--- src/rtl/wake_pkg.sv ---
package wake_pkg;

  // Direction filter for wake events: bit 1 falling, bit 0 rising.
  typedef struct packed {
    logic fall_en;
    logic rise_en;
  } wake_edge_cfg_t;

  // Width of a counter that must hold values 0..n-1.
  function automatic int unsigned cnt_width(input int unsigned n);
    return (n <= 1) ? 1 : $clog2(n);
  endfunction

endpackage

--- src/rtl/wake_prescaler.sv ---
module wake_prescaler #(
  parameter int unsigned DIV = 16
) (
  input  logic clk,
  input  logic rst,
  input  logic run,
  output logic tick
);
  import wake_pkg::*;

  localparam int unsigned CW = cnt_width(DIV);

  generate
    if (DIV == 1) begin : g_nodiv
      assign tick = run;
    end else begin : g_div
      logic [CW-1:0] cnt_q;
      logic          at_end;

      assign at_end = (cnt_q == CW'(DIV - 1));
      assign tick   = run && at_end;

      always_ff @(posedge clk) begin
        if (rst || !run) begin
          cnt_q <= '0;
        end else if (at_end) begin
          cnt_q <= '0;
        end else begin
          cnt_q <= cnt_q + 1'b1;
        end
      end
    end
  endgenerate

endmodule

--- src/rtl/wake_cycle_timer.sv ---
module wake_cycle_timer #(
  parameter int unsigned PERIOD_SHORT = 1000,
  parameter int unsigned PERIOD_LONG  = 2000,
  parameter int unsigned WINDOW       = 24,
  parameter int unsigned SETUP        = 16
) (
  input  logic clk,
  input  logic rst,
  input  logic run,
  input  logic tick,
  input  logic long_sel,
  output logic bias_q,
  output logic sample_stb
);
  import wake_pkg::*;

  localparam int unsigned PMAX = (PERIOD_LONG > PERIOD_SHORT) ? PERIOD_LONG : PERIOD_SHORT;
  localparam int unsigned PHW  = cnt_width(PMAX);

  logic [PHW-1:0] ph_q;
  logic [PHW-1:0] ph_last;
  logic           in_window;

  assign ph_last    = long_sel ? PHW'(PERIOD_LONG - 1) : PHW'(PERIOD_SHORT - 1);
  assign in_window  = (ph_q < PHW'(WINDOW));
  // Capture on the tick that moves the phase onto SETUP.
  assign sample_stb = run && tick && (ph_q == PHW'(SETUP - 1));

  // Phase counter in ticks; wraps at the selected interval.
  always_ff @(posedge clk) begin
    if (rst || !run) begin
      ph_q <= '0;
    end else if (tick) begin
      if (ph_q >= ph_last) begin
        ph_q <= '0;
      end else begin
        ph_q <= ph_q + 1'b1;
      end
    end
  end

  // Registered bias window.
  always_ff @(posedge clk) begin
    if (rst) begin
      bias_q <= 1'b0;
    end else begin
      bias_q <= run && in_window;
    end
  end


  bias_off_disabled_chk: assert property (@(posedge clk) disable iff (rst)
    !run |=> !bias_q);


  sample_in_window_chk: assert property (@(posedge clk) disable iff (rst)
    (sample_stb && $past(run)) |-> bias_q);

endmodule

--- src/rtl/wake_pin_sync.sv ---
module wake_pin_sync #(
  parameter int unsigned STAGES = 2
) (
  input  logic clk,
  input  logic rst,
  input  logic pin_raw,
  output logic pin_s
);

  logic [STAGES-1:0] sr_q;

  generate
    for (genvar i = 0; i < STAGES; i++) begin : g_stage
      if (i == 0) begin : g_first
        always_ff @(posedge clk) begin
          if (rst) sr_q[0] <= 1'b0;
          else     sr_q[0] <= pin_raw;
        end
      end else begin : g_next
        always_ff @(posedge clk) begin
          if (rst) sr_q[i] <= 1'b0;
          else     sr_q[i] <= sr_q[i-1];
        end
      end
    end
  endgenerate

  assign pin_s = sr_q[STAGES-1];

endmodule

--- src/rtl/wake_edge_latch.sv ---
module wake_edge_latch (
  input  logic                    clk,
  input  logic                    rst,
  input  logic                    sample_stb,
  input  logic                    pin_s,
  input  wake_pkg::wake_edge_cfg_t cfg,
  output logic                    held_q,
  output logic                    pulse_q
);

  logic changed;
  assign changed = sample_stb && (pin_s != held_q);

  always_ff @(posedge clk) begin
    if (rst) begin
      held_q  <= 1'b0;
      pulse_q <= 1'b0;
    end else begin
      pulse_q <= 1'b0;
      if (changed) begin
        held_q  <= pin_s;
        pulse_q <= pin_s ? cfg.rise_en : cfg.fall_en;
      end
    end
  end


  held_only_on_sample_chk: assert property (@(posedge clk) disable iff (rst)
    !sample_stb |=> $stable(held_q));


  pulse_single_cycle_chk: assert property (@(posedge clk) disable iff (rst)
    pulse_q |=> !pulse_q);


  pulse_with_change_chk: assert property (@(posedge clk) disable iff (rst)
    pulse_q |-> (held_q != $past(held_q)));

endmodule

--- src/rtl/wake_cyclic_sampler.sv ---
module wake_cyclic_sampler #(
  parameter int unsigned PRESCALE     = 16,
  parameter int unsigned PERIOD_SHORT = 1000,
  parameter int unsigned PERIOD_LONG  = 2000,
  parameter int unsigned WINDOW       = 24,
  parameter int unsigned SETUP        = 16,
  parameter int unsigned SYNC_STAGES  = 2
) (
  input  logic       clk,
  input  logic       rst,
  input  logic       en,
  input  logic       period_sel,
  input  logic [1:0] edge_mode,
  input  logic       wake_pin,
  output logic       bias_en,
  output logic       held_level,
  output logic       wake_pulse
);
  import wake_pkg::*;

  logic           tick;
  logic           sample_stb;
  logic           pin_s;
  wake_edge_cfg_t cfg;

  assign cfg = wake_edge_cfg_t'(edge_mode);

  wake_prescaler #(.DIV(PRESCALE)) u_pre (
    .clk  (clk),
    .rst  (rst),
    .run  (en),
    .tick (tick)
  );

  wake_cycle_timer #(
    .PERIOD_SHORT (PERIOD_SHORT),
    .PERIOD_LONG  (PERIOD_LONG),
    .WINDOW       (WINDOW),
    .SETUP        (SETUP)
  ) u_timer (
    .clk        (clk),
    .rst        (rst),
    .run        (en),
    .tick       (tick),
    .long_sel   (period_sel),
    .bias_q     (bias_en),
    .sample_stb (sample_stb)
  );

  wake_pin_sync #(.STAGES(SYNC_STAGES)) u_sync (
    .clk     (clk),
    .rst     (rst),
    .pin_raw (wake_pin),
    .pin_s   (pin_s)
  );

  wake_edge_latch u_latch (
    .clk        (clk),
    .rst        (rst),
    .sample_stb (sample_stb),
    .pin_s      (pin_s),
    .cfg        (cfg),
    .held_q     (held_level),
    .pulse_q    (wake_pulse)
  );


  held_frozen_disabled_chk: assert property (@(posedge clk) disable iff (rst)
    !en |=> ($stable(held_level) && !wake_pulse));


  reset_clears_chk: assert property (@(posedge clk)
    rst |=> (!bias_en && !held_level && !wake_pulse));

endmodule

--- config.mk ---
export PLATFORM = sky130hd
export DESIGN_NAME = wake_cyclic_sampler
export DESIGN_NICKNAME = d
export VERILOG_FILES = /design/src/rtl/wake_pkg.sv /design/src/rtl/wake_prescaler.sv /design/src/rtl/wake_cycle_timer.sv /design/src/rtl/wake_pin_sync.sv /design/src/rtl/wake_edge_latch.sv /design/src/rtl/wake_cyclic_sampler.sv
export SDC_FILE = /design/constraint.sdc
export NUM_CORES = 1
export LEC_CHECK = 0
export ABC_AREA = 1
export CAP_MARGIN = 20
export CORE_UTILIZATION = 30
export CTS_CLUSTER_SIZE = 14
export DETAILED_ROUTE_END_ITERATION = 10
export HOLD_SLACK_MARGIN = 0.05
export SYNTH_ARGS = -nofsm -noshare
export SYNTH_HDL_FRONTEND = slang
export SYNTH_SLANG_ARGS = --single-unit
--- constraint.sdc ---
create_clock -name clk -period 2.4 [get_ports clk]
set_clock_uncertainty 0.1 [all_clocks]
set_input_delay 0.48 -clock clk [delete_from_list [all_inputs] [get_ports clk]]
set_output_delay 0.48 -clock clk [all_outputs]
set_load 0.005 [all_outputs]
After elaboration in Yosys (flattened, before gate mapping)
Cells that the tools add are included.

storage, ports and cells
  register bits = 20
  input port bits = 7
  output and inout bits = 3
  word-level logic and storage cells = 27

operators by class
  add/subtract/negate cells = 2
  magnitude comparators = 2
  equal/unequal tests = 3
  mux-type cells = 3
  bitwise operators = 1
  reduce and logical (&&, ||, !) cells = 9

operator list
  operator               number
  $mux 11                2
  $add 11x1->11 const B  1
  $eq 11x4->1 const B    1
  $ge 11x11->1           1
  $lt 11x5->1 const B    1
  $logic_and 1x1->1      5
  $add 4x1->4 const B    1
  $eq 4x4->1 const B     1
  $reduce_or 2->1        2
  $logic_not 1->1        1
  $logic_or 1x1->1       1
  $mux 1                 1
  $ne 1x1->1             1
  $not 1->1              1

Longest topological paths before layout
  depth in word-level cells = 7
  depth in mapped cells = 12
  depth with buffers taken out = 11

Hierarchy
Synthesis repeated with hierarchy kept, for this count alone.

second synthesis, totals
  cell total of the unflattened synthesis = 151
  area, all modules = 1128.6 µm²

modules (own cells, without submodules)
  module            times used  cells an instance  area an instance (µm²)
  wake_cycle_timer  1           109                809.5
  wake_prescaler    1           20                 166.4
  wake_edge_latch   1           16                 97.6
  wake_pin_sync     1           6                  55.1

Worst setup path after synthesis
Ideal clock, no wire load.

  path kind = input to register
  start = input port period_sel
  end = register u_timer.ph_q[0]
  setup time = 0.116 ns
  arrival = 1.378 ns
  setup slack = 0.806 ns
  stages on the path = 11
  path buffers = 1
  cell sequence = ha_1 nand2_1 nor2_1 nand2_1 nand2_1 nand2_1 nand2_1 nand2_1 nand2_1 buf_4 nor2_1

on the way
  word-level cells in the longest chain between the ends = 3

RTL lines
  item                  line                       source
  from (decl)           wake_cyclic_sampler.sv:12  input logic period_sel,
  $mux 11               wake_cycle_timer.sv:24     assign ph_last = long_sel ? PHW'(PERIOD_LONG - 1) : PHW'(PERIOD_SHORT - 1);
  $ge 11x11->1          wake_cycle_timer.sv:34     if (ph_q >= ph_last) begin
  $mux 11               wake_cycle_timer.sv:34
  to (signal assigned)  wake_cycle_timer.sv:37     ph_q <= ph_q + 1'b1;
  to (decl)             wake_cycle_timer.sv:20     logic [PHW-1:0] ph_q;

Every way passes these cells.
A chain may end at the register's enable or synchronous reset.

Worst setup path after layout
  start = input port period_sel
  end = register u_timer.ph_q[3]

Same word-level chain as after synthesis.

==> reports/qor.yml <==
run:
  drv_cap: 0
global_route:
  grt_pass1_wl_mm: 3.30
  grt_overflow: 0
  antenna_found_initial: 0
  grt_max_degree: 12
  grt_use_total_pct: 11.6
  grt_pass1_vias: 804
timing:
  fin_crit_sh_pct: 83.3
  tns_ns: 0
  tightest_slew_ns: 0.394
  rsz0062_at_grt: "false"
  hold_viol: 0
  max_freq_mhz: 500
  drv_slew: 0
  worst_slack_ns: 0.402
  setup_viol: 0
  relSlewSlack_pct: 73.7
  whs_ns: 0.311
  fin_crit_ns: 2.00
placement:
  hpwlAfterDp_mm: 1.48
  placed_area_um2: 1200
  io_buffers: 9
  place.gp.congestion: 0.831
  preCtsSetupSlack_ns: 0.0734
cts:
  clkTransAtPathRegs_ns: 0.11
  cts_root_buf: "clkbuf_4"
  cts_made_buffers: 3
  cts_buffer_depth: 2
  clock_latency_ns: 0.29
  cts.sinks: 20
  postCtsHoldBufs: 0
  cts_setup_buffers: 0
  cts.htree.levels: 1
  ctsResizeCount: 0
  cts_tree: "yes"
detailed_routing:
  wire_per_inst_um: 9.04
  dr.pass1.iters: 4
  ant_nets: 0
  drt_first_iter_violations: 24
  vias: 851
  drc_errors: 0
  routed_wl_mm: 1.84
  routed_via_density: 4.19
worst_setup_path:
  r2r-end: "u_timer.ph_q[3]"
  slowest_delay_ns: 0.48
  end_kind: "flip-flop"
  cpMostUsedCell: "nand2_1"
  rrSetupSlack_ns: 0.69
  ff2ff_path_depth: 10
  crit_fanout: 11
  startpoint: "period_sel"
  timing.rr.start: "u_timer.ph_q[5]"
  crit_chain: "clkdlybuf4s50_1, inv_1, ha_1, nand3_1, nor2_1, a21oi_1, nand2_1, nand2_1, nand2_1, nor2_1"
  cp_slowest_cell: "clkdlybuf4s50_1"
  cp.required_ns: 2.48
  startpoint_type: "input port"
  critical_path_class: "input port to flip-flop"
  crit_arrival_ns: 2.08
floorplanning:
  die_w_um: 61.5
  num_rows: 21
  initial_core_util_pct: 31.6
  io_pins: 10
  dieArea_um2: 3780
  die_y_um: 61.5
  core_um2: 3360
yosys:
  yosysUniqueCellTypes: 25
  synthTopCellsByArea: "dfxtp_1 38%, nand2_1 11%, nor2_1 11%, inv_1 7.4%, ha_1 5.9%"
  synth-async-reset-ratio_pct: 0
  syn_area_um2: 1060
  synth_top_area_cell: "dfxtp_1"
  synth_cells: 146
  syn_avg_cell_area_um2: 7.28
  ys.flop_type: "dfxtp_1"
  yosysWarningCount: 0
  synth_top_area_share_pct: 37.7
  ys_seq_area_share_pct: 37.7
  synth_edf_count: 0
  syn-num-nets: 158
  synth-seq-cells: 20
  yosys-top-cells-count: "32 x nand2_1, 32 x nor2_1, 21 x inv_1"
hold_path:
  hp-start: "u_sync.sr_q[0]"
  hold_depth: 2
  whs_endpoint: "u_sync.pin_s"
  hp-class: "flip-flop to flip-flop"
power:
  pwr-share-clk_pct: 34.4
  switchingPower_uw: 117
  total_power_uw: 561
  vdd_drop_max_mv: 0.301
  seq_power_share_pct: 60.2
  p_leak_nw: 0.529
  sw_frac_of_total_pct: 20.9
  p_per_area_nw_per_um2: 455
  p_int_uw: 444
  comb_power_share_pct: 5.4
status:
  status: "complete, no violations"
final_layout:
  drive_above_1_share_pct: 7.64
  synthToLayoutAreaGrowth_pct: 16.1
  nets: 170
  diodes: 0
  final_area_um2: 1230
## placed cells by master, fill, tap and decap left out, drive strengths merged
master / count
a21oi: 3
o21bai: 1
ha: 5
inv: 22
nor3b: 1
clkbuf: 4
o21ai: 1
nand3: 10
nand2: 34
nand3b: 1
nor2: 34
nor4: 1
xnor2: 3
dfxtp: 20
nor3: 1
xor2: 5
mux2i: 1
or2: 1
clkdlybuf4s50: 9
## logic make-up (layout without fill, tap and decap cells)
| kind of cell | after synthesis | count (layout) | share of synthesized area, % |
|---|---|---|---|
| buffers and inverters | 24 | 35 | 8.95 |
| DFF | 20 | 20 | 37.7 |
| xor gates and xnor gates | 8 | 8 | 6.60 |
| AOI/OAI and AO/OA | 5 | 5 | 2.59 |
| and+or+nand+nor | 83 | 83 | 37.3 |
| adders and majority gates | 5 | 5 | 5.89 |
| muxes | 1 | 1 | 0.942 |
## layer usage
layer | GRT usage [%] | vias up | routed length, um | part of all wire (%)
met5 | 0 | - | 0 | 0
met4 | 3.81 | 0 | 0 | 0
met3 | 2.52 | 0 | 45 | 2.5
met2 | 18.3 | 10 | 859 | 47
met1 | 15.6 | 377 | 931 | 51
li1 | - | 464 | - | -
## final cells by class
type | instances | area [um^2]
fill | 406 | 2130
timing repair buffer | 9 | 90.1
inverter | 22 | 82.6
sequential | 20 | 400
tap | 46 | 57.6
clock buffer | 4 | 36.3
multi-input combinational | 102 | 567
## state kept, by name, summed over array words and instances (netlist names)
register,flops
u_timer.ph_q,11
u_timer.bias_q,1
u_sync.pin_s,1
u_pre.g_div.cnt_q,4
u_latch.pulse_q,1
u_latch.held_q,1
u_sync.sr_q,1
## power groups by stage
stage                     combinational, mW  sequential (mW)  clock, mW
after floorplan                      0.0159            0.345          0
after global placement               0.0302            0.346          0
after detailed placement             0.0308            0.346          0
after CTS                            0.0310            0.338      0.203
after global routing                 0.0341            0.339      0.219
final                                0.0304            0.338      0.193
## worst max-delay path: cells and delay by family
kind	cells	cell delay, ns
AOI/OAI and AO/OA	1	0.06
buffers and inverters	2	0.54
and+or+nand+nor	6	0.70
adders and majority gates	1	0.28
## stage by stage
| stage | std cells | utilization, % |
|---|---|---|
| finish | 203 | 36.7 |
| global route | 203 | 36.7 |
| CTS | 203 | 36.7 |
| detailed placement | 199 | 35.6 |
| global placement | 199 | 35.6 |
| floorplan | 146 | - |
## worst max-delay path by stage
stage | cells past startpoint | slack, ns | end
global placement | 12 | 0.12 | u_timer.ph_q[5]
finish | 10 | 0.40 | u_timer.ph_q[3]
global route | 12 | 0.24 | u_timer.ph_q[10]
floorplan | 11 | 0.81 | u_timer.ph_q[0]
detailed placement | 10 | 0.07 | u_timer.ph_q[3]
CTS | 10 | 0.41 | u_timer.ph_q[3]
(Power assumes the default switching activity.)
